### config.mk
export PLATFORM = sky130hd
export DESIGN_NAME = lfsr_traffic_gen
export DESIGN_NICKNAME = d
export VERILOG_FILES = /design/src/rtl/tg_pkg.sv /design/src/rtl/tg_lfsr.sv /design/src/rtl/tg_fifo.sv /design/src/rtl/lfsr_traffic_gen.sv
export SDC_FILE = /design/constraint.sdc
export NUM_CORES = 1
export LEC_CHECK = 0
export BUFFER_PORTS_ARGS = -buffer_cell sky130_fd_sc_hd__buf_2
export CORE_MARGIN = 2
export CORE_UTILIZATION = 55
export CTS_CLUSTER_DIAMETER = 120
export DETAILED_ROUTE_END_ITERATION = 6
export PLACE_DENSITY = 0.83
export SKIP_CTS_REPAIR_TIMING = 1
export SKIP_LAST_GASP = 1
export SYNTH_ARGS = -nofsm -noshare
export SYNTH_HDL_FRONTEND = slang
export SYNTH_HIERARCHICAL = 1
export SYNTH_SLANG_ARGS = --single-unit
### constraint.sdc
create_clock -name clk_i -period 6.28 [get_ports clk_i]
set_input_delay 0.314 -clock clk_i [delete_from_list [all_inputs] [get_ports clk_i]]
set_output_delay 0.314 -clock clk_i [all_outputs]
set_load 0.01 [all_outputs]
### src/rtl/tg_pkg.sv
package tg_pkg;
  typedef enum logic [2:0] {
    S_IDLE, S_WCMD, S_WDATA, S_RCMD, S_RDATA, S_DONE
  } seq_state_e;
endpackage

### src/rtl/tg_lfsr.sv
module tg_lfsr #(
  parameter int             W    = 16,
  parameter logic [W-1:0]   TAPS = W'(1),
  parameter logic [W-1:0]   SEED = W'(1)
) (
  input  logic         clk_i,
  input  logic         rst_ni,
  input  logic         load_i,
  input  logic [W-1:0] load_val_i,
  input  logic         step_i,
  output logic [W-1:0] state_o
);
  logic [W-1:0] q;

  always_ff @(posedge clk_i or negedge rst_ni) begin
    if (!rst_ni)     q <= SEED;
    else if (load_i) q <= load_val_i;
    else if (step_i) q <= (q >> 1) ^ (q[0] ? TAPS : '0);
  end

  assign state_o = q;


  lfsr_nonzero_chk: assert property (@(posedge clk_i) disable iff (!rst_ni) q != '0);
endmodule

### src/rtl/tg_fifo.sv
module tg_fifo #(
  parameter int W     = 16,
  parameter int DEPTH = 4
) (
  input  logic         clk_i,
  input  logic         rst_ni,
  input  logic         push_i,
  input  logic [W-1:0] din_i,
  input  logic         pop_i,
  output logic [W-1:0] dout_o,
  output logic         full_o,
  output logic         empty_o
);
  localparam int PW = (DEPTH > 1) ? $clog2(DEPTH) : 1;

  logic [W-1:0] mem [DEPTH];
  logic [PW-1:0] wp, rp;
  logic [PW:0]   cnt;

  always_ff @(posedge clk_i or negedge rst_ni) begin
    if (!rst_ni) begin
      wp  <= '0;
      rp  <= '0;
      cnt <= '0;
    end else begin
      if (push_i) wp <= (wp == PW'(DEPTH-1)) ? '0 : wp + 1'b1;
      if (pop_i)  rp <= (rp == PW'(DEPTH-1)) ? '0 : rp + 1'b1;
      if (push_i && !pop_i)      cnt <= cnt + 1'b1;
      else if (pop_i && !push_i) cnt <= cnt - 1'b1;
    end
  end

  always_ff @(posedge clk_i) begin
    if (push_i) mem[wp] <= din_i;
  end

  assign dout_o  = mem[rp];
  assign full_o  = (cnt == (PW+1)'(DEPTH));
  assign empty_o = (cnt == '0);


  no_overflow_chk: assert property (@(posedge clk_i) disable iff (!rst_ni) push_i |-> !full_o);

  no_underflow_chk: assert property (@(posedge clk_i) disable iff (!rst_ni) pop_i |-> !empty_o);
endmodule

### src/rtl/lfsr_traffic_gen.sv
module lfsr_traffic_gen
  import tg_pkg::*;
#(
  parameter int            AW         = 16,
  parameter int            DW         = 32,
  parameter int            LW         = 8,
  parameter int            RW         = 8,
  parameter int            CMD_DEPTH  = 4,
  parameter int            DATA_DEPTH = 4,
  parameter logic [AW-1:0] ADDR_SEED  = 16'hACE1,
  parameter logic [AW-1:0] ADDR_TAPS  = 16'hB400,
  parameter logic [LW-1:0] LEN_SEED   = 8'h4C,
  parameter logic [LW-1:0] LEN_TAPS   = 8'hB8,
  parameter logic [DW-1:0] DATA_SEED  = 32'hC0DE0001,
  parameter logic [DW-1:0] DATA_TAPS  = 32'h80200003,
  parameter logic [AW-1:0] DIR_ADDR   = 16'h1118,
  parameter logic [LW-1:0] DIR_LEN    = 8'd8
) (
  input  logic          clk_i,
  input  logic          rst_ni,
  input  logic          calib_done_i,
  input  logic          directed_i,
  input  logic [RW-1:0] rounds_i,
  output logic          req_valid_o,
  input  logic          req_ready_i,
  output logic          req_write_o,
  output logic [AW-1:0] req_addr_o,
  output logic [LW-1:0] req_len_o,
  output logic          wdata_valid_o,
  input  logic          wdata_ready_i,
  output logic [DW-1:0] wdata_o,
  output logic          wdata_last_o,
  input  logic          rdata_valid_i,
  output logic          rdata_ready_o,
  input  logic [DW-1:0] rdata_i,
  output logic          err_o,
  output logic [15:0]   err_cnt_o,
  output logic          done_o,
  output logic          pass_o
);
  seq_state_e state;

  logic [AW-1:0] addr_q, af_dout, cur_addr;
  logic [LW-1:0] len_q, lf_dout, cur_len;
  logic [LW-1:0] prod_cnt, sent_cnt, chk_cnt;
  logic [RW-1:0] gen_cnt, round_cnt;
  logic [DW-1:0] data_q, rf_dout, wf_dout, dseed;
  logic af_full, af_empty, lf_full, lf_empty;
  logic wf_full, wf_empty, rf_full, rf_empty;
  logic gen_push, start, prod_push, wf_pop, wr_last, rf_push, chk_pop;
  logic mismatch, round_end, last_round, dload;
  logic err_q, done_q, pass_q;
  logic [15:0] ecnt_q;

  function automatic logic [DW-1:0] seed_of(input logic [AW-1:0] a);
    logic [DW-1:0] s;
    s = DATA_SEED ^ DW'(a);
    return (s == '0) ? DATA_SEED : s;
  endfunction

  // generation side: one address/length pair per round
  assign gen_push = calib_done_i && (gen_cnt != rounds_i) && !af_full && !lf_full;

  tg_lfsr #(.W(AW), .TAPS(ADDR_TAPS), .SEED(ADDR_SEED)) u_addr_lfsr (
    .clk_i, .rst_ni, .load_i(1'b0), .load_val_i('0), .step_i(gen_push), .state_o(addr_q));
  tg_lfsr #(.W(LW), .TAPS(LEN_TAPS), .SEED(LEN_SEED)) u_len_lfsr (
    .clk_i, .rst_ni, .load_i(1'b0), .load_val_i('0), .step_i(gen_push), .state_o(len_q));

  tg_fifo #(.W(AW), .DEPTH(CMD_DEPTH)) u_addr_fifo (
    .clk_i, .rst_ni, .push_i(gen_push), .din_i(directed_i ? DIR_ADDR : addr_q),
    .pop_i(start), .dout_o(af_dout), .full_o(af_full), .empty_o(af_empty));
  tg_fifo #(.W(LW), .DEPTH(CMD_DEPTH)) u_len_fifo (
    .clk_i, .rst_ni, .push_i(gen_push), .din_i(directed_i ? DIR_LEN : len_q),
    .pop_i(start), .dout_o(lf_dout), .full_o(lf_full), .empty_o(lf_empty));

  // sequencing
  assign start      = (state == S_IDLE) && calib_done_i && !af_empty && !lf_empty;
  assign prod_push  = ((state == S_WCMD) || (state == S_WDATA)) && (prod_cnt != cur_len) && !wf_full;
  assign wf_pop     = wdata_valid_o && wdata_ready_i;
  assign wr_last    = wf_pop && (sent_cnt == cur_len - 1'b1);
  assign rf_push    = rdata_valid_i && rdata_ready_o;
  assign chk_pop    = (state == S_RDATA) && !rf_empty;
  assign mismatch   = chk_pop && (rf_dout != data_q);
  assign round_end  = chk_pop && (chk_cnt == cur_len - 1'b1);
  assign last_round = round_end && (RW'(round_cnt + 1'b1) == rounds_i);
  assign dload      = start || wr_last;
  assign dseed      = start ? seed_of(af_dout) : seed_of(cur_addr);

  // one data generator serves both phases; reseeded for read-back
  tg_lfsr #(.W(DW), .TAPS(DATA_TAPS), .SEED(DATA_SEED)) u_data_lfsr (
    .clk_i, .rst_ni, .load_i(dload), .load_val_i(dseed),
    .step_i(prod_push || chk_pop), .state_o(data_q));

  tg_fifo #(.W(DW), .DEPTH(DATA_DEPTH)) u_wdata_fifo (
    .clk_i, .rst_ni, .push_i(prod_push), .din_i(data_q),
    .pop_i(wf_pop), .dout_o(wf_dout), .full_o(wf_full), .empty_o(wf_empty));
  tg_fifo #(.W(DW), .DEPTH(DATA_DEPTH)) u_rdata_fifo (
    .clk_i, .rst_ni, .push_i(rf_push), .din_i(rdata_i),
    .pop_i(chk_pop), .dout_o(rf_dout), .full_o(rf_full), .empty_o(rf_empty));

  always_ff @(posedge clk_i or negedge rst_ni) begin
    if (!rst_ni) begin
      state     <= S_IDLE;
      cur_addr  <= '0;
      cur_len   <= '0;
      prod_cnt  <= '0;
      sent_cnt  <= '0;
      chk_cnt   <= '0;
      gen_cnt   <= '0;
      round_cnt <= '0;
    end else begin
      if (gen_push)  gen_cnt  <= gen_cnt + 1'b1;
      if (prod_push) prod_cnt <= prod_cnt + 1'b1;
      if (wf_pop)    sent_cnt <= sent_cnt + 1'b1;
      if (chk_pop)   chk_cnt  <= chk_cnt + 1'b1;
      unique case (state)
        S_IDLE: if (start) begin
          cur_addr <= af_dout;
          cur_len  <= lf_dout;
          prod_cnt <= '0;
          sent_cnt <= '0;
          state    <= S_WCMD;
        end
        S_WCMD:  if (req_ready_i) state <= S_WDATA;
        S_WDATA: if (wr_last) state <= S_RCMD;
        S_RCMD:  if (req_ready_i) begin
          chk_cnt <= '0;
          state   <= S_RDATA;
        end
        S_RDATA: if (round_end) begin
          round_cnt <= round_cnt + 1'b1;
          state     <= last_round ? S_DONE : S_IDLE;
        end
        default: state <= S_DONE;
      endcase
    end
  end

  always_ff @(posedge clk_i or negedge rst_ni) begin
    if (!rst_ni) begin
      err_q  <= 1'b0;
      ecnt_q <= '0;
      done_q <= 1'b0;
      pass_q <= 1'b0;
    end else begin
      done_q <= last_round;
      if (mismatch) begin
        err_q <= 1'b1;
        if (ecnt_q != 16'hFFFF) ecnt_q <= ecnt_q + 1'b1;
      end
      if (last_round) pass_q <= !(err_q || mismatch);
    end
  end

  assign req_valid_o   = (state == S_WCMD) || (state == S_RCMD);
  assign req_write_o   = (state == S_WCMD);
  assign req_addr_o    = cur_addr;
  assign req_len_o     = cur_len;
  assign wdata_valid_o = (state == S_WDATA) && !wf_empty;
  assign wdata_o       = wf_dout;
  assign wdata_last_o  = (sent_cnt == cur_len - 1'b1);
  assign rdata_ready_o = (state == S_RDATA) && !rf_full;
  assign err_o         = err_q;
  assign err_cnt_o     = ecnt_q;
  assign done_o        = done_q;
  assign pass_o        = pass_q;


  calib_gate_chk: assert property (@(posedge clk_i) disable iff (!rst_ni)
    $rose(req_valid_o) |-> calib_done_i);

  req_hold_chk: assert property (@(posedge clk_i) disable iff (!rst_ni)
    req_valid_o && !req_ready_i |=> req_valid_o && $stable(req_addr_o)
      && $stable(req_len_o) && $stable(req_write_o));

  wdata_hold_chk: assert property (@(posedge clk_i) disable iff (!rst_ni)
    wdata_valid_o && !wdata_ready_i |=> wdata_valid_o && $stable(wdata_o) && $stable(wdata_last_o));

  done_pulse_chk: assert property (@(posedge clk_i) disable iff (!rst_ni) done_o |=> !done_o);

  err_sticky_chk: assert property (@(posedge clk_i) disable iff (!rst_ni) err_o |=> err_o);

  quiet_after_done_chk: assert property (@(posedge clk_i) disable iff (!rst_ni)
    done_o |=> !req_valid_o);

  no_rd_in_write_chk: assert property (@(posedge clk_i) disable iff (!rst_ni)
    wdata_valid_o |-> !rdata_ready_o);
endmodule

==> results.json, run 1 <==
{
  "cpPeakStageDelay_ps": 910,
  "hold_depth": 4,
  "finish.cell_count_without_fillers": 2185,
  "design_area_mm2": 0.02575,
  "numPlacedInstances": 2056,
  "tritoncts": "done",
  "place_hpwl_um": 29310,
  "power-per-cell-area_mw_per_mm2": 488.7,
  "die-area_mm2": 0.04263,
  "timing.final.crit_period_ps": 3810,
  "globalRoute.totalOverflow": 0,
  "criticalPathCategory": "reg2reg",
  "insertion_delay_ps": 570,
  "synth.yosys.warnings": 6,
  "routed_via_density": 5.619,
  "setup.worst_path.start_class": "flop",
  "synth.most_common_cell": "sky130_fd_sc_hd__edfxtp_1",
  "clock_tree.root_cell": "sky130_fd_sc_hd__clkbuf_16",
  "seq_area_frac_synth_pct": 65.86,
  "final.hold.worst_slack_ps": 66.55,
  "synthDominantCellAreaShare_pct": 46.88,
  "h_tree_level_count": 2,
  "most_area_consuming_cells_after_synthesis": "sky130_fd_sc_hd__edfxtp_1 (47%), sky130_fd_sc_hd__dfrtp_1 (17%), sky130_fd_sc_hd__mux4_2 (7.2%)",
  "worstSetupPathDepth": 10,
  "antenna_violating_nets_post_route": 0,
  "detail_route.drc_violations": 0,
  "number_of_synthesized_register_bits": 522,
  "drtPass1Iterations": 5,
  "cp_slowest_cell": "sky130_fd_sc_hd__a21o_2",
  "rsz0062_at_grt": "false",
  "gpl.final_weighted_congestion": 0.8513,
  "tritoncts.num_buffers": 51,
  "clock-skew-final_ps": 23.42,
  "critical_path.n_buffers_inverters": 1,
  "rr_worst_depth": 10,
  "floorplan.initialDensity_pct": 55.47,
  "syn_inst": 1394,
  "totalNegativeSetupSlack_ps": 0,
  "fp-row-count": 74,
  "fraction_of_final_layout_cells_with_drive_strength_greater_than_1_pct": 23.56,
  "timing.critical_path.arrival_ps": 4310,
  "grt_first_pass_wirelength_um": 71680,
  "placeableCoreArea_mm2": 0.04065,
  "worstMarginPinSlew_ps": 1069,
  "area_of_the_mapped_netlist_mm2": 0.02255,
  "cts.sink_count": 522,
  "wl_per_cell_um": 21.22,
  "antenna_found_initial": 3,
  "leak_pwr_nw": 9.693,
  "ys_dominant_reg_cell": "sky130_fd_sc_hd__edfxtp_1",
  "floorplan.io_pins": 127,
  "maxSlewHeadroom_pct": 28.74,
  "first_iter_violations": 1042,
  "critical_path_end_type": "flop",
  "cts_buffer_depth": 3,
  "final-max-slew-violation-count": 0,
  "cp_max_fo": 67,
  "drt_wl_total_um": 46360,
  "ir_worst_vdd_mv": 0.2301,
  "worst_min_delay_path_category": "in2reg",
  "detailed_place.area_mm2": 0.02366,
  "buffer_ports.inserted": 126,
  "num_vias": 12280,
  "die_h_um": 206.5,
  "synth_cell_type_count": 71,
  "data_required_time_at_the_worst_endpoint_ps": 6780,
  "maxClockFrequency_mhz": 262.5,
  "synthArstFlopShare_pct": 32.57,
  "n_fill_cell": 2767,
  "hold_viol_final": 0,
  "finalNetCount": 1692,
  "growth_of_design_area_from_synthesis_to_finish_pct": 14.21,
  "globalRouteTotalUtil_pct": 22.05,
  "path_clk_slew_ps": 60,
  "vias_in_the_first_global_route": 12510,
  "fin_crit_sh_pct": 60.67,
  "critical_path.top_delay_family": "compound AO/OA/AOI/OAI gates",
  "post-synth-top-area-cell": "sky130_fd_sc_hd__edfxtp_1",
  "run_status": "complete, no violations",
  "syn-mean-instance-area_um2": 16.17,
  "crit_chain": "inv_1 -> ha_1 -> nor3b_1 -> and2_1 -> a211o_1 -> a31oi_1 -> nor4_1 -> a21o_2 -> nor2b_1 -> a221o_1",
  "drv_cap": 0,
  "synth_top_cells_by_count": "sky130_fd_sc_hd__edfxtp_1 (352), sky130_fd_sc_hd__dfrtp_1 (150), sky130_fd_sc_hd__nand2_1 (95)",
  "final-setup-viol-count": 0,
  "synth-edff-count": 352,
  "die_x_um": 206.5,
  "grt_max_degree": 105
}
layout make-up:
| type | instances | area [um^2] | area share (%) |
|---|---|---|---|
| diodes | 2 | 5.005 | 0.01943 |
| clock buffers | 63 | 1393 | 5.408 |
| clock inverters | 31 | 369.1 | 1.433 |
| inverters | 29 | 108.9 | 0.4227 |
| multi-input cells | 831 | 7271 | 28.23 |
| flip-flops and latches | 522 | 14850 | 57.68 |
| well taps | 532 | 665.6 | 2.585 |
| repair buffers | 175 | 1087 | 4.222 |
sequential cells by signal (all words and copies together) (netlist names), 3 cells and up:
| name | count |
|---|---|
| u_len_fifo/cnt | 3 |
| u_addr_lfsr/state_o | 16 |
| chk_cnt | 8 |
| prod_cnt | 8 |
| u_rdata_fifo/cnt | 3 |
| u_len_lfsr/state_o | 8 |
| req_len_o | 8 |
| round_cnt | 8 |
| u_wdata_fifo/mem | 128 |
| u_wdata_fifo/cnt | 3 |
| err_cnt_o | 16 |
| u_rdata_fifo/mem | 128 |
| gen_cnt | 8 |
| req_addr_o | 16 |
| u_addr_fifo/cnt | 3 |
| u_data_lfsr/state_o | 32 |
| sent_cnt | 8 |
| state | 3 |
| u_addr_fifo/mem | 64 |
| u_len_fifo/mem | 32 |
power by group:
part	switching, mW	internal (mW)
Combinational	1.96	1.84
Clock	1.29	1.87
Sequential	0.913	4.71
worst paths after layout:
path	from	endpoint	slack, ps
max	req_len_o[0]	u_data_lfsr/state_o[0]	2470
min	wdata_ready_i	sent_cnt[1]	70
max reg2reg	req_len_o[0]	u_data_lfsr/state_o[0]	2470
min reg2reg	u_rdata_fifo/cnt[2]	u_rdata_fifo/cnt[2]	490
max in group asynchronous	rst_ni	u_wdata_fifo/rp[0]	4280
min in group asynchronous	rst_ni	u_len_lfsr/state_o[5]	480
cell families after synthesis:
logic type      Yosys count  share of synthesized area, %
compound gates          107                         2.880
xor+xnor                138                         5.360
fa+ha+maj                35                         2.075
buf+inv                  93                         2.797
flops                   522                         65.86
mux                     189                         13.83
other cells               2                       0.03331
simple gates            308                         7.169
layout by cell type, fill, tap and decap left out, types with 9 or more instances in the layout:
cell                              n
sky130_fd_sc_hd__dfrtp_1        147
sky130_fd_sc_hd__a21oi_1         10
sky130_fd_sc_hd__nor4_1          15
sky130_fd_sc_hd__mux2i_1         49
sky130_fd_sc_hd__and3_1          14
sky130_fd_sc_hd__edfxtp_1       352
sky130_fd_sc_hd__nor3_1           9
sky130_fd_sc_hd__dlygate4sd3_1   33
sky130_fd_sc_hd__xor2_1          80
sky130_fd_sc_hd__or3b_1           9
sky130_fd_sc_hd__inv_1           28
sky130_fd_sc_hd__o21ai_0         25
sky130_fd_sc_hd__clkbuf_16       52
sky130_fd_sc_hd__mux2_2          52
sky130_fd_sc_hd__nor2_1          47
sky130_fd_sc_hd__buf_4           16
sky130_fd_sc_hd__o21ai_1         40
sky130_fd_sc_hd__ha_1            31
sky130_fd_sc_hd__xnor2_1         58
sky130_fd_sc_hd__conb_1          54
sky130_fd_sc_hd__and2_1          20
sky130_fd_sc_hd__nor2b_1         26
sky130_fd_sc_hd__dfstp_2         20
sky130_fd_sc_hd__clkinv_2        10
sky130_fd_sc_hd__nand4_1         24
sky130_fd_sc_hd__mux4_2          72
sky130_fd_sc_hd__buf_2          125
sky130_fd_sc_hd__nand2_1         95
sky130_fd_sc_hd__mux4_1          16
sky130_fd_sc_hd__nand3_1         15
layer usage:
layer / vias to the layer above / global-route usage (%) / wire, um / share of wire [%]
li1: 5617 / - / - / -
met5: - / 0 / 11 / 0.024
met4: 2 / 6.990 / 1196 / 2.6
met2: 397 / 35.36 / 23000 / 50
met3: 74 / 4.462 / 2843 / 6.1
met1: 6188 / 30.62 / 19310 / 42
worst register-to-register path, delay by kind of cell, from the launching register on:
| kind | cells | cell delay, ps |
|---|---|---|
| compound gates | 4 | 1500 |
| fa+ha+maj | 1 | 230 |
| buf+inv | 1 | 130 |
| flops | 1 | 500 |
| simple gates | 4 | 1390 |
through the flow:
step / total power, mW / util (%) / setup slack [ps]
floorplan: 8.376 / - / 2171
global placement: 9.220 / 58.20 / 2784
detailed placement: 9.419 / 58.20 / 2549
CTS: 12.64 / 62.53 / 2524
global route: 13.24 / 63.36 / 2193
finish: 12.58 / 63.36 / 2470
(Power assumes the default switching activity.)
==> inputs of run 2 (changes only) <==
- ABC_AREA: not set -> 1
- PLACE_DENSITY: 0.83 -> 0.86
- clock period: 6.28 -> 3.45 ns (I/O delays scaled with it)
==> results.json, run 2 <==
{
  "die_x_um": 213.8,
  "clock-skew-final_ps": 18.57,
  "cpPeakStageDelay_ps": 410,
  "ys_dominant_reg_cell": "sky130_fd_sc_hd__edfxtp_1",
  "cts.sink_count": 522,
  "post-synth-top-area-cell": "sky130_fd_sc_hd__edfxtp_1",
  "maxSlewHeadroom_pct": 46.35,
  "run_status": "complete, no violations",
  "finish.cell_count_without_fillers": 3196,
  "top_regs": "u_rdata_fifo/mem x128, u_wdata_fifo/mem x128, u_addr_fifo/mem x64",
  "cpMostUsedCell": "sky130_fd_sc_hd__nand2_1",
  "data_required_time_at_the_worst_endpoint_ps": 3910,
  "leak_pwr_nw": 12.05,
  "globalRouteTotalUtil_pct": 23.91,
  "p_int_mw": 14.47,
  "synth_top_cells_by_count": "sky130_fd_sc_hd__nand2_1 (747), sky130_fd_sc_hd__edfxtp_1 (352), sky130_fd_sc_hd__inv_1 (332)",
  "wl_per_cell_um": 17.06,
  "syn-mean-instance-area_um2": 10.21,
  "multiInputGateArea_mm2": 0.007503,
  "hold_viol_final": 0,
  "h_tree_level_count": 2,
  "grt_first_pass_wirelength_um": 85060,
  "syn_inst": 2371,
  "number_of_synthesized_register_bits": 522,
  "synth_cell_type_count": 46,
  "floorplan.io_pins": 127,
  "clock_tree.root_cell": "sky130_fd_sc_hd__clkbuf_16",
  "synthArstFlopShare_pct": 32.57,
  "final.hold.worst_slack_ps": 174.4,
  "fin_crit_sh_pct": 87.13,
  "maxClockFrequency_mhz": 332.7,
  "most_area_consuming_cells_after_synthesis": "sky130_fd_sc_hd__edfxtp_1 (44%), sky130_fd_sc_hd__dfrtp_1 (16%), sky130_fd_sc_hd__nand2_1 (12%)",
  "setup.worst_path.start_class": "flop",
  "drt_wl_total_um": 54510,
  "power_frac_comb_pct": 35.4,
  "n_fill_cell": 3104,
  "fp-row-count": 76,
  "sw_frac_of_total_pct": 38.77,
  "rsz0062_at_grt": "false",
  "power.sequential.fraction_pct": 41.2,
  "mostFrequentLayoutCell": "sky130_fd_sc_hd__nand2_1",
  "first_iter_violations": 1462,
  "totalNegativeSetupSlack_ps": 0,
  "post-layout-total-power_mw": 23.63,
  "synthDominantCellAreaShare_pct": 43.66,
  "numPlacedInstances": 3065,
  "synth-edff-count": 352,
  "ir_worst_vdd_mv": 0.4720,
  "cp_max_fo": 40,
  "worst_min_delay_path_category": "in2async",
  "globalRoute.totalOverflow": 0,
  "detail_route.drc_violations": 0,
  "antenna_found_initial": 4,
  "layout.cells.most_common_list": "sky130_fd_sc_hd__nand2_1 (747), sky130_fd_sc_hd__edfxtp_1 (352), sky130_fd_sc_hd__inv_1 (332)",
  "tritoncts": "done",
  "place_hpwl_um": 35810,
  "timing.critical_path.arrival_ps": 3470,
  "grt_max_degree": 90,
  "fraction_of_final_layout_cells_with_drive_strength_greater_than_1_pct": 11.89,
  "gpl.final_weighted_congestion": 0.8586,
  "die_h_um": 213.8,
  "placeableCoreArea_mm2": 0.04327,
  "drtPass1Iterations": 6,
  "ff_latch_area_mm2": 0.01485,
  "routed_via_density": 5.372,
  "antenna_violating_nets_post_route": 0,
  "cts_buffer_depth": 3,
  "area_of_the_mapped_netlist_mm2": 0.02421,
  "final-setup-viol-count": 0,
  "insertion_delay_ps": 600,
  "worstMarginPinSlew_ps": 803.8,
  "final-max-slew-violation-count": 0,
  "die-area_mm2": 0.04572,
  "path_clk_slew_ps": 60,
  "seq_area_frac_synth_pct": 61.33,
  "synth.yosys.warnings": 6,
  "timing.final.crit_period_ps": 3006,
  "critical_path_end_type": "flop",
  "num_vias": 17170,
  "vias_in_the_first_global_route": 16660,
  "power-per-cell-area_mw_per_mm2": 865.7,
  "finalNetCount": 2649,
  "buffer_ports.inserted": 126,
  "criticalPathCategory": "reg2reg",
  "drv_cap": 0,
  "synth.most_common_cell": "sky130_fd_sc_hd__nand2_1",
  "growth_of_design_area_from_synthesis_to_finish_pct": 12.73,
  "crit_chain": "clkinv_2 -> buf_4 -> nand2_1 -> o211ai_1 -> nand2_1 -> xnor2_1 -> nand2_1 -> nor2_1 -> nand2_1 -> nor2_1 -> nand2_1 -> nand2_1 -> inv_1 -> nand2_1 -> inv_2 -> nand2_1 -> o21ai_0",
  "pwr-share-clk_pct": 23.4,
  "cp_slowest_cell": "sky130_fd_sc_hd__dfrtp_1",
  "p_switching_mw": 9.162,
  "floorplan.initialDensity_pct": 55.96,
  "tritoncts.num_buffers": 50
}
run 2: critical path: cells and delay by family (launching register included):
kind / cells / cell delay (ps)
xor gates and xnor gates: 1 / 200
buffers and inverters: 4 / 740
and+or+nand+nor: 10 / 1290
AOI/OAI and AO/OA: 2 / 210
DFF: 1 / 410
run 2: final timing paths:
kind	start	end	slack, ps	cells past startpoint
worst max-delay path	u_rdata_fifo/rp[0]	err_cnt_o[3]	440	17
worst min-delay path	rst_ni	round_cnt[6]	170	2
worst max register to register	u_rdata_fifo/rp[0]	err_cnt_o[3]	440	17
worst min register to register	req_addr_o[5]	req_addr_o[5]	500	2
max in group asynchronous	rst_ni	sent_cnt[0]	2200	3
min in group clk_i	calib_done_i	gen_cnt[0]	180	5
run 2: cells by family after synthesis:
| family | count (synthesis) | synth area share, % |
|---|---|---|
| xor+xnor | 79 | 2.858 |
| fa+ha+maj | 35 | 1.933 |
| other cells | 2 | 0.03102 |
| flops | 522 | 61.33 |
| buf+inv | 432 | 8.315 |
| compound gates | 263 | 7.473 |
| simple gates | 1038 | 18.06 |
run 2: power groups by stage:
stage / Combinational, mW / Sequential, mW / Clock (mW)
floorplan: 6.34 / 9.40 / 0
CTS: 8.29 / 9.69 / 5.60
global placement: 7.75 / 9.70 / 0
global route: 9.35 / 9.87 / 5.85
finish: 8.37 / 9.73 / 5.54
detailed placement: 8.20 / 9.80 / 0
run 2: final cells by class:
| type | count | share of cell area (%) |
|---|---|---|
| multi-input combinational | 1458 | 27.49 |
| sequential | 522 | 54.40 |
| antenna | 3 | 0.02750 |
| clock buffer | 70 | 5.079 |
| tap | 585 | 2.682 |
| inverter | 349 | 4.813 |
| clock inverter | 23 | 1.018 |
| timing repair buffer | 186 | 4.488 |
run 2: stage by stage:
stage | worst slack, ps | area [um^2] | utilization (%)
2_1_floorplan | 682.8 | 24370 | -
3_3_place_gp | 641.2 | 25270 | 58.41
3_5_place_dp | 515.0 | 25270 | 58.41
4_1_cts | 437.6 | 26940 | 62.26
5_1_grt | 194.2 | 27290 | 63.08
6_report | 444.1 | 27290 | 63.09
run 2: metal layers:
| layer | track usage [%] | part of all wire (%) | routed length (um) |
|---|---|---|---|
| met2 | 40.88 | 50 | 27150 |
| met5 | 0 | 0.024 | 13 |
| met3 | 4.174 | 7.2 | 3933 |
| met4 | 8.764 | 2.8 | 1550 |
| met1 | 30.75 | 40 | 21860 |
==> inputs of run 3 (changes only) <==
- SYNTH_HIERARCHICAL: 1 -> not set
==> results.json, run 3 <==
{
  "number_of_synthesized_register_bits": 522,
  "gpl.final_weighted_congestion": 0.8956,
  "regToRegStartpoint": "u_rdata_fifo.rp[0]",
  "mappedNetlistNets": 2252,
  "drv_cap": 0,
  "layout.cells.most_common_list": "sky130_fd_sc_hd__nand2_1 (443), sky130_fd_sc_hd__edfxtp_1 (352), sky130_fd_sc_hd__nor2_1 (294)",
  "synthDominantCellAreaShare_pct": 46.48,
  "whs_endpoint": "sent_cnt[0]",
  "setup.worst_path.start_class": "flop",
  "rsz0062_at_grt": "false",
  "grt_max_degree": 67,
  "mostFrequentLayoutCell": "sky130_fd_sc_hd__nand2_1",
  "hold_viol_final": 0,
  "fp-row-count": 74,
  "drtPass1Iterations": 7,
  "detail_route.drc_violations": 0,
  "cts.sink_count": 522,
  "insertion_delay_ps": 590,
  "synth_cell_type_count": 43,
  "floorplan.io_pins": 127,
  "final-max-slew-violation-count": 0,
  "power-per-cell-area_mw_per_mm2": 915.1,
  "setup_ws_ps": 597.5,
  "placeableCoreArea_mm2": 0.04083,
  "most_area_consuming_cells_after_synthesis": "sky130_fd_sc_hd__edfxtp_1 (46%), sky130_fd_sc_hd__dfrtp_1 (17%), sky130_fd_sc_hd__nand2_1 (7.3%)",
  "drt_wl_total_um": 55840,
  "data_required_time_at_the_worst_endpoint_ps": 3960,
  "hold_depth": 3,
  "route.top_layer_used": "met4",
  "syn_inst": 2172,
  "cpPeakStageDelay_ps": 580,
  "leak_pwr_nw": 10.46,
  "dp_worst_setup_slack_ps": 708.8,
  "totalNegativeSetupSlack_ps": 0,
  "finalNetCount": 2410,
  "design_area_mm2": 0.02602,
  "maxSlewHeadroom_pct": 39.76,
  "final-setup-viol-count": 0,
  "insertedDiodeCount": 0,
  "ys_dominant_reg_cell": "sky130_fd_sc_hd__edfxtp_1",
  "rr_worst_depth": 13,
  "first_iter_violations": 1900,
  "antenna_violating_nets_post_route": 0,
  "wl_met1_um": 21250,
  "crit_chain": "buf_4 -> nand2_1 -> nand3_1 -> nand2_1 -> xor2_1 -> nand2_1 -> nor2_1 -> nand2_1 -> nor2_2 -> nand2_2 -> nand3_4 -> nand2_1 -> nand2_1",
  "critical_path_end_type": "flop",
  "critical_path.n_buffers_inverters": 1,
  "clock_tree.root_cell": "sky130_fd_sc_hd__clkbuf_16",
  "floorplan.initialDensity_pct": 55.70,
  "cts_buffer_depth": 3,
  "h_tree_level_count": 2,
  "grt_first_pass_wirelength_um": 86130,
  "synth_top_cells_by_count": "sky130_fd_sc_hd__nand2_1 (443), sky130_fd_sc_hd__edfxtp_1 (352), sky130_fd_sc_hd__nor2_1 (302)",
  "fin_crit_sh_pct": 82.68,
  "fraction_of_final_layout_cells_with_drive_strength_greater_than_1_pct": 11.89,
  "cp_slowest_cell": "sky130_fd_sc_hd__buf_4",
  "critical_path.top_delay_family": "simple AND/OR/NAND/NOR gates",
  "die_h_um": 207.3,
  "place_hpwl_um": 35220,
  "synth.most_common_cell": "sky130_fd_sc_hd__nand2_1",
  "post-route-util_pct": 63.72,
  "syn-mean-instance-area_um2": 10.47,
  "tritoncts.num_buffers": 51,
  "ir_worst_vdd_mv": 0.4224,
  "tritoncts": "done",
  "ff2ff_setup_slack_ps": 600,
  "die_x_um": 207.3,
  "buffer_ports.inserted": 126,
  "post-synth-top-area-cell": "sky130_fd_sc_hd__edfxtp_1",
  "r2r_end": "err_cnt_o[3]",
  "path_clk_slew_ps": 60,
  "worstMarginPinSlew_ps": 902.5,
  "run_status": "complete, no violations",
  "globalRouteTotalUtil_pct": 25.21,
  "globalRoute.totalOverflow": 0,
  "min_from": "wdata_ready_i",
  "wl_per_cell_um": 19.23,
  "seq_area_frac_synth_pct": 65.29,
  "criticalPathCategory": "reg2reg",
  "vias_in_the_first_global_route": 16260,
  "synthArstFlopShare_pct": 32.57,
  "clock-skew-final_ps": 22.96,
  "route.met3.wl_um": 4396,
  "num_vias": 16870,
  "timing.critical_path.arrival_ps": 3370,
  "die-area_mm2": 0.04299,
  "final.hold.worst_slack_ps": 27.80,
  "routed_via_density": 5.808,
  "maxClockFrequency_mhz": 350.6,
  "detailed_place.area_mm2": 0.02395,
  "met2WireLength_um": 28210,
  "worst_min_delay_path_category": "in2reg",
  "cp_max_fo": 66,
  "area_of_the_mapped_netlist_mm2": 0.02274,
  "synth-edff-count": 352,
  "antenna_found_initial": 0,
  "growth_of_design_area_from_synthesis_to_finish_pct": 14.41,
  "timing.final.crit_period_ps": 2852,
  "cpMostUsedCell": "sky130_fd_sc_hd__nand2_1",
  "top_regs": "u_rdata_fifo.mem x128, u_wdata_fifo.mem x128, u_addr_fifo.mem x64",
  "synth.yosys.warnings": 0
}
-- run 3: layer usage --
metal,vias up,global-route usage (%)
met3,155,4.418
met1,8188,32.23
met2,801,43.33
met4,0,9.286
li1,7721,-
met5,-,0
-- run 3: final cells by class --
| class | instances | area, um^2 |
|---|---|---|
| Sequential cell | 522 | 14850 |
| Fill cell | 2855 | 14810 |
| Multi-Input combinational cell | 1398 | 6880 |
| Clock buffer | 70 | 1430 |
| Timing Repair Buffer | 197 | 1292 |
| Tap cell | 532 | 665.6 |
| Inverter | 160 | 600.6 |
| Clock inverter | 25 | 300.3 |
-- run 3: how the worst max path moves through the flow --
stage / from / endpoint / cells past startpoint
after floorplan: state[2] / u_wdata_fifo.mem[0][0] / 7
after global placement: state[2] / u_wdata_fifo.cnt[2] / 12
after detailed placement: u_rdata_fifo.rp[0] / err_cnt_o[5] / 14
after CTS: u_rdata_fifo.rp[0] / err_cnt_o[3] / 13
after global routing: req_len_o[0] / u_data_lfsr.state_o[16] / 13
final: u_rdata_fifo.rp[0] / err_cnt_o[3] / 13
-- run 3: tightest hold or removal path, cell delays in order --
cell and delay [ps]:
sky130_fd_sc_hd__buf_2 100, sky130_fd_sc_hd__nand2_1 190, sky130_fd_sc_hd__a21oi_1 100
-- run 3: power by group --
| part | total, mW | leakage (nW) | switching (mW) | internal (mW) |
|---|---|---|---|---|
| sequential | 9.86 | 5.31 | 1.27 | 8.59 |
| combinational | 8.24 | 4.32 | 5.62 | 2.62 |
| clock | 5.71 | 0.840 | 2.35 | 3.36 |
| total | 23.8 | 10.5 | 9.24 | 14.6 |
-- run 3: cells by family after synthesis --
logic type | Yosys count | synth area share [%]
mux | 1 | 0.04951
buf+inv | 252 | 4.539
flops | 522 | 65.29
simple gates | 960 | 17.46
fa+ha+maj | 33 | 1.915
xor+xnor | 71 | 2.734
compound gates | 333 | 8.011
-- run 3: metrics by stage --
step                      std cells  total power, mW
after global routing           2904            25.13
after global placement         2775            17.41
after detailed placement       2775            17.88
after floorplan                2172            15.01
final                          2904            23.81
after CTS                      2870            23.71
